`src/rtl/lrb_pkg.sv`:
```
package lrb_pkg;
   typedef enum logic [1:0] {
      OP_CREATE = 2'd0,
      OP_EXIT   = 2'd1,
      OP_LOCK   = 2'd2,
      OP_UNLOCK = 2'd3
   } lrb_op_e;
endpackage

```
`src/rtl/lrb_free_pick.sv`:
```
module lrb_free_pick #(
   parameter int NUM_SETS     = 8,
   parameter bit LOWEST_FIRST = 1'b1,
   localparam int SET_W       = $clog2(NUM_SETS)
) (
   input  logic [NUM_SETS-1:0] free_mask,
   output logic                any_free,
   output logic [SET_W-1:0]    pick_idx
);
   assign any_free = |free_mask;

   generate
      if (LOWEST_FIRST) begin : g_low
         always_comb begin
            pick_idx = '0;
            for (int i = NUM_SETS - 1; i >= 0; i--)
               if (free_mask[i]) pick_idx = SET_W'(i);
         end
      end else begin : g_high
         always_comb begin
            pick_idx = '0;
            for (int i = 0; i < NUM_SETS; i++)
               if (free_mask[i]) pick_idx = SET_W'(i);
         end
      end
   endgenerate
endmodule

```
`src/rtl/lrb_level_calc.sv`:
```
module lrb_level_calc #(
   parameter int LEVELS = 16,
   localparam int LVL_W = $clog2(LEVELS)
) (
   input  logic [LEVELS-1:0] level_map,
   output logic              full,
   output logic [LVL_W-1:0]  next_lvl,
   output logic [LVL_W-1:0]  top_lvl
);
   logic [LVL_W:0] in_use;

   always_comb begin
      in_use = '0;
      for (int i = 0; i < LEVELS; i++)
         in_use = in_use + (LVL_W + 1)'(level_map[i]);
   end

   assign full     = in_use[LVL_W];
   assign next_lvl = in_use[LVL_W-1:0];
   assign top_lvl  = in_use[LVL_W-1:0] - 1'b1;
endmodule

```
`src/rtl/lock_rename_bookkeeper.sv`:
```
module lock_rename_bookkeeper
   import lrb_pkg::*;
#(
   parameter int NUM_CORES    = 8,
   parameter int NUM_SETS     = 8,
   parameter int LEVELS       = 16,
   parameter int TID_W        = 8,
   parameter int ADDR_W       = 32,
   parameter int SEQ_W        = 16,
   parameter bit LOWEST_FIRST = 1'b1,
   localparam int CORE_W      = $clog2(NUM_CORES),
   localparam int SET_W       = $clog2(NUM_SETS),
   localparam int LVL_W       = $clog2(LEVELS)
) (
   input  logic              clk,
   input  logic              rst_n,
   input  logic              ev_valid,
   input  logic [1:0]        ev_op,
   input  logic [CORE_W-1:0] ev_core,
   input  logic [TID_W-1:0]  ev_tid,
   input  logic [ADDR_W-1:0] ev_addr,
   output logic              out_valid,
   output logic [SET_W-1:0]  out_set,
   output logic [LVL_W-1:0]  out_level,
   output logic [SEQ_W-1:0]  out_seq,
   output logic [TID_W-1:0]  out_tid,
   output logic [ADDR_W-1:0] out_addr,
   output logic              err_overflow,
   output logic              err_depth
);
   generate
      if (NUM_CORES < 2 || NUM_SETS < 2) begin : g_bad_size
         $error("lock_rename_bookkeeper: NUM_CORES and NUM_SETS must be at least 2");
      end
      if (LEVELS < 2 || (1 << LVL_W) != LEVELS) begin : g_bad_levels
         $error("lock_rename_bookkeeper: LEVELS must be a power of two >= 2");
      end
   endgenerate

   // core-status table
   logic [TID_W-1:0]  cs_tid  [NUM_CORES];
   logic              cs_held [NUM_CORES];
   logic [SET_W-1:0]  cs_set  [NUM_CORES];
   logic [SEQ_W-1:0]  cs_seq  [NUM_CORES];
   // lock-group table
   logic [LEVELS-1:0] ls_map  [NUM_SETS];
   logic [NUM_SETS-1:0] free_mask;

   lrb_op_e           op;
   logic              held;
   logic [SET_W-1:0]  cur_set;
   logic [LEVELS-1:0] cur_map;
   logic              map_full;
   logic [LVL_W-1:0]  next_lvl, top_lvl;
   logic              any_free;
   logic [SET_W-1:0]  alloc_idx;

   assign op      = lrb_op_e'(ev_op);
   assign held    = cs_held[ev_core];
   assign cur_set = cs_set[ev_core];
   assign cur_map = ls_map[cur_set];

   lrb_level_calc #(.LEVELS(LEVELS)) u_level (
      .level_map (cur_map),
      .full      (map_full),
      .next_lvl  (next_lvl),
      .top_lvl   (top_lvl)
   );

   lrb_free_pick #(.NUM_SETS(NUM_SETS), .LOWEST_FIRST(LOWEST_FIRST)) u_pick (
      .free_mask (free_mask),
      .any_free  (any_free),
      .pick_idx  (alloc_idx)
   );

   always_ff @(posedge clk) begin
      if (!rst_n) begin
         for (int c = 0; c < NUM_CORES; c++) begin
            cs_tid[c]  <= '0;
            cs_held[c] <= 1'b0;
            cs_set[c]  <= '0;
            cs_seq[c]  <= '0;
         end
         for (int s = 0; s < NUM_SETS; s++) ls_map[s] <= '0;
         free_mask    <= '1;
         out_valid    <= 1'b0;
         out_set      <= '0;
         out_level    <= '0;
         out_seq      <= '0;
         out_tid      <= '0;
         out_addr     <= '0;
         err_overflow <= 1'b0;
         err_depth    <= 1'b0;
      end else begin
         out_valid    <= ev_valid;
         err_overflow <= 1'b0;
         err_depth    <= 1'b0;
         if (ev_valid) begin
            out_seq   <= cs_seq[ev_core];
            out_tid   <= cs_tid[ev_core];
            out_addr  <= ev_addr;
            out_set   <= '0;
            out_level <= '0;
            cs_seq[ev_core] <= cs_seq[ev_core] + 1'b1;
            case (op)
               OP_CREATE: begin
                  cs_tid[ev_core] <= ev_tid;
                  out_tid         <= ev_tid;
               end
               OP_EXIT: begin
                  cs_seq[ev_core]  <= '0;
                  cs_tid[ev_core]  <= '0;
                  cs_held[ev_core] <= 1'b0;
                  if (held) begin
                     free_mask[cur_set] <= 1'b1;
                     ls_map[cur_set]    <= '0;
                     out_set            <= cur_set;
                  end
               end
               OP_LOCK: begin
                  if (held) begin
                     out_set <= cur_set;
                     if (map_full) begin
                        err_depth <= 1'b1;
                        out_level <= LVL_W'(LEVELS - 1);
                     end else begin
                        ls_map[cur_set] <= {cur_map[LEVELS-2:0], 1'b1};
                        out_level       <= next_lvl;
                     end
                  end else if (any_free) begin
                     free_mask[alloc_idx] <= 1'b0;
                     ls_map[alloc_idx]    <= LEVELS'(1);
                     cs_held[ev_core]     <= 1'b1;
                     cs_set[ev_core]      <= alloc_idx;
                     out_set              <= alloc_idx;
                  end else begin
                     err_overflow <= 1'b1;
                  end
               end
               default: begin
                  if (held) begin
                     out_set         <= cur_set;
                     out_level       <= top_lvl;
                     ls_map[cur_set] <= cur_map >> 1;
                     if (top_lvl == '0) begin
                        free_mask[cur_set] <= 1'b1;
                        cs_held[ev_core]   <= 1'b0;
                     end
                  end
               end
            endcase
         end
      end
   end

   // a fresh claim takes a free group and starts at level 0
   assert_alloc_claims_R3: assert property (@(posedge clk) disable iff (!rst_n)
      (ev_valid && op == OP_LOCK && !held && any_free)
      |=> (!free_mask[$past(alloc_idx)] && out_level == '0 && out_set == $past(alloc_idx)));

   assert_no_overflow_R6: assert property (@(posedge clk) disable iff (!rst_n)
      err_overflow |-> ($past(free_mask) == '0));

   assert_depth_level_R7: assert property (@(posedge clk) disable iff (!rst_n)
      err_depth |-> (out_level == LVL_W'(LEVELS - 1) && !err_overflow));

   assert_out_follows_R2: assert property (@(posedge clk) disable iff (!rst_n)
      out_valid |-> $past(ev_valid));

   assert_exit_frees_R9: assert property (@(posedge clk) disable iff (!rst_n)
      (ev_valid && op == OP_EXIT && held) |=> free_mask[$past(cur_set)]);

   assert_unlock_idle_R10: assert property (@(posedge clk) disable iff (!rst_n)
      (ev_valid && op == OP_UNLOCK && !held) |=> ($stable(free_mask) && out_level == '0));
endmodule

```
`config.mk`:
```
export PLATFORM = sky130hd
export DESIGN_NAME = lock_rename_bookkeeper
export DESIGN_NICKNAME = d
export VERILOG_FILES = /design/src/rtl/lrb_pkg.sv /design/src/rtl/lrb_free_pick.sv /design/src/rtl/lrb_level_calc.sv /design/src/rtl/lock_rename_bookkeeper.sv
export SDC_FILE = /design/constraint.sdc
export NUM_CORES = 1
export LEC_CHECK = 0
export ABC_AREA = 1
export CORE_UTILIZATION = 57
export CTS_BUF_LIST = sky130_fd_sc_hd__clkbuf_8
export DETAILED_ROUTE_END_ITERATION = 8
export PLACE_DENSITY_LB_ADDON = 0.05
export SLEW_MARGIN = 0
export SYNTH_ARGS = -nofsm -noshare
export SYNTH_HDL_FRONTEND = slang
export SYNTH_SLANG_ARGS = --single-unit
```
`constraint.sdc`:
```
create_clock -name clk -period 12.53 [get_ports clk]
set_input_delay 3.1325 -clock clk [delete_from_list [all_inputs] [get_ports clk]]
set_output_delay 3.1325 -clock clk [all_outputs]
set_load 0.02 [all_outputs]
```
==> flow_summary_export.csv <==
group,metric,value,unit
routing,ant_nets,0,
synthesis,syn_nets,2393,
status,outcome,"finished, final reports clean",
pwr,leakagePower,9.68,nW
routing,first_pass_iters,7,
sta,maxSlewViolCount,0,
setup_path,crit_fanout,34,
global_routing,grt_pass1_wl,90300,µm
placement,gp_congestion,1.02,
global_routing,track_usage,31.3,%
sta,hold_viol_final,0,
pwr,vdd_drop_max,0.123,mV
die,fp-row-count,69,
die,initial_core_util,58.3,%
clocking,numClockSinks,435,
synthesis,synth_area,0.0209,mm²
layout,nets,2495,
synthesis,yosys_register_bits,435,
layout,drive_gt1_share,8.08,%
clocking,htreeDepth,3,
clocking,ctsResizeCount,0,
routing,wl_per_cell,19.4,µm
layout,area_delta_synth_final,12.3,%
sta,post-route-period-util,86.6,%
sta,fin_skew,0.0421,ns
clocking,root_buffer,"clkbuf_8",
synthesis,syn_area_per_cell,8.96,µm²
die,placeableCoreArea,0.0357,mm²
sta,tns,0,ns
global_routing,antenna_found_initial,0,
pwr,power,3.68,mW
clocking,cts_buffers,73,
placement,io_buffers,113,
sta,hold_slack,0.467,ns
placement,placedInstanceArea,0.0221,mm²
setup_path,cp-end-kind,"flop",
setup_path,cp.arrival,11.08,ns
job,maxCapViolCount,0,
global_routing,grt_pass1_vias,16247,
synthesis,ys_types,53,
setup_path,cp.required,12.76,ns
routing,via_count,16556,
die,pin_count,114,
layout,antenna_cells,0,
placement,pre_cts_ws,1.03,ns
layout,final_area,0.0234,mm²
routing,routed_wl,57300,µm
global_routing,grt-ovfl-total,0,
global_routing,grt_max_degree,84,
layout,final_core_util,65.5,%
clocking,cts_setup_buffers,0,
synthesis,yosysWarnings,0,
placement,dp_hpwl,38400,µm
clocking,clk_pin_slew_worst_paths,0.06,ns
die,die_h,193,µm
sta,layout_setup_ws,1.68,ns
min_path,hp-class,"flop to flop",
clocking,insertion_delay,0.65,ns
routing,drcViolationCount,0,
setup_path,critical_path_class,"input port to flop",
sta,fin_crit,10.85,ns
routing,routed_via_density,5.61,
sta,setup_viol,0,
pwr,power.density,157,mW/mm²
die,die_area,0.0374,mm²
synthesis,synth_cells,2327,
clocking,ctsHoldBuffers,0,
sta,fmax,92.1,MHz
setup_path,worst_setup_path_start_kind,"input port",
sta,grt_setup_unrepaired,"no",
sta,tightestPinTransition,1.09,ns
die,die_w,193,µm
placement,dp_cells,2815,
routing,drtIter0Drc,1472,
clocking,cts_tree,"done",
clocking,cts_buffer_depth,3,
layout,fin_cells,2949,
sta,maxSlewHeadroom,27.5,%
synthesis,yosysSeqAreaShare,58.7,%
worst paths after layout:
check / start / to / slack (ns) / cells after the start
worst max-delay path: ev_core[1] / ls_map[3][7] / 1.68 / 28
worst min-delay path: cs_held[1] / cs_held[1] / 0.47 / 2
worst max register to register: cs_set[3][0] / ls_map[3][7] / 4.62 / 28
worst min register to register: cs_held[1] / cs_held[1] / 0.47 / 2
cell families (layout without fill, tap and decap cells):
kind of cell / count (synthesis) / count (layout) / synth area share (%)
adder cells (fa/ha/maj): 18 / 18 / 1.44
AO/OA/AOI/OAI: 206 / 206 / 5.95
flip-flops: 435 / 435 / 58.7
buffers and inverters: 276 / 437 / 5.97
AND/OR/NAND/NOR: 1389 / 1389 / 27.9
XOR/XNOR: 3 / 3 / 0.126
cells in the mapped netlist, drive strengths merged:
master	count	area share (%)
nand2	710	13
nor2	511	9.9
edfxtp	352	51
inv	158	2.9
nand3	126	3.3
o21ai	86	2.2
dfxtp	83	8.0
a21oi	63	1.6
buf	57	2.0
clkbuf	49	0.88
nand3b	20	0.72
o211ai	17	0.61
nand4	13	0.39
clkinv	12	0.22
fa	10	0.96
a22o	9	0.38
ha	8	0.48
a221oi	6	0.25
a22oi	5	0.18
nor3	5	0.14
o21bai	4	0.16
o221ai	4	0.17
or2	4	0.12
o2bb2ai	3	0.13
a31oi	2	0.060
o22ai	2	0.060
xor2	2	0.084
a211oi	1	0.036
a31o	1	0.042
a41oi	1	0.042
o31ai	1	0.036
o41ai	1	0.042
xnor2	1	0.042
state kept, by name, indices dropped and copies added, names as in the netlist, 4 cells and up, named ones only:
register / cells
out_addr: 32
free_mask: 8
ls_map: 128
cs_set: 24
cs_tid: 64
out_level: 4
cs_seq: 128
out_seq: 16
cs_held: 8
critical path, cell delays in order:
cell,delay (ns)
clkdlybuf4s50_1,0.51
buf_4,0.44
nand2_1,0.10
nand2_1,0.10
nand2_2,0.06
nand2_2,0.49
inv_2,0.35
nand2_1,0.15
nand3_1,0.09
nand2_1,0.12
nor2_2,0.05
ha_1,0.34
fa_1,0.52
fa_1,0.55
inv_1,0.06
fa_1,0.50
fa_1,0.52
fa_1,0.46
fa_1,0.39
or2_2,0.33
a21oi_1,0.21
inv_1,0.13
nand3_1,0.22
nand2_2,0.18
nor2_8,0.20
nor2_8,0.07
nand2_2,0.28
nand2_1,0.50
placed cells by master (no fill, tap or decap), types with 20 or more instances in the layout:
cell type,netlist,final
dfxtp_1,83,83
edfxtp_1,352,352
nand3b_1,20,20
nor2_1,488,488
clkdlybuf4s50_1,0,110
nand3_1,115,115
nand2_1,681,681
a21oi_1,62,62
nand2_2,22,22
inv_1,142,180
o21ai_0,79,79
buf_4,17,20
clkbuf_8,0,77
area by class of cell:
cell class | instances | area [µm²]
Multi-Input combinational cell | 1616 | 7380
Inverter | 170 | 641
Sequential cell | 435 | 12200
Clock inverter | 57 | 269
Tap cell | 461 | 577
Clock buffer | 77 | 1060
Fill cell | 2981 | 12300
Timing Repair Buffer | 133 | 1270
power by group:
part | switching [mW] | total [mW] | internal, mW
registers | 0.0281 | 1.66 | 1.63
clock network | 0.581 | 1.16 | 0.575
logic | 0.560 | 0.871 | 0.311
routing by layer:
layer / global-route usage, % / routed length [µm] / vias to the layer above
met5: 0 / 0 / -
met4: 11.7 / 1670 / 0
met3: 4.69 / 4220 / 121
met2: 52.9 / 28200 / 703
met1: 40.9 / 23200 / 7918
li1: - / - / 7814
(Power assumes the default switching activity.)
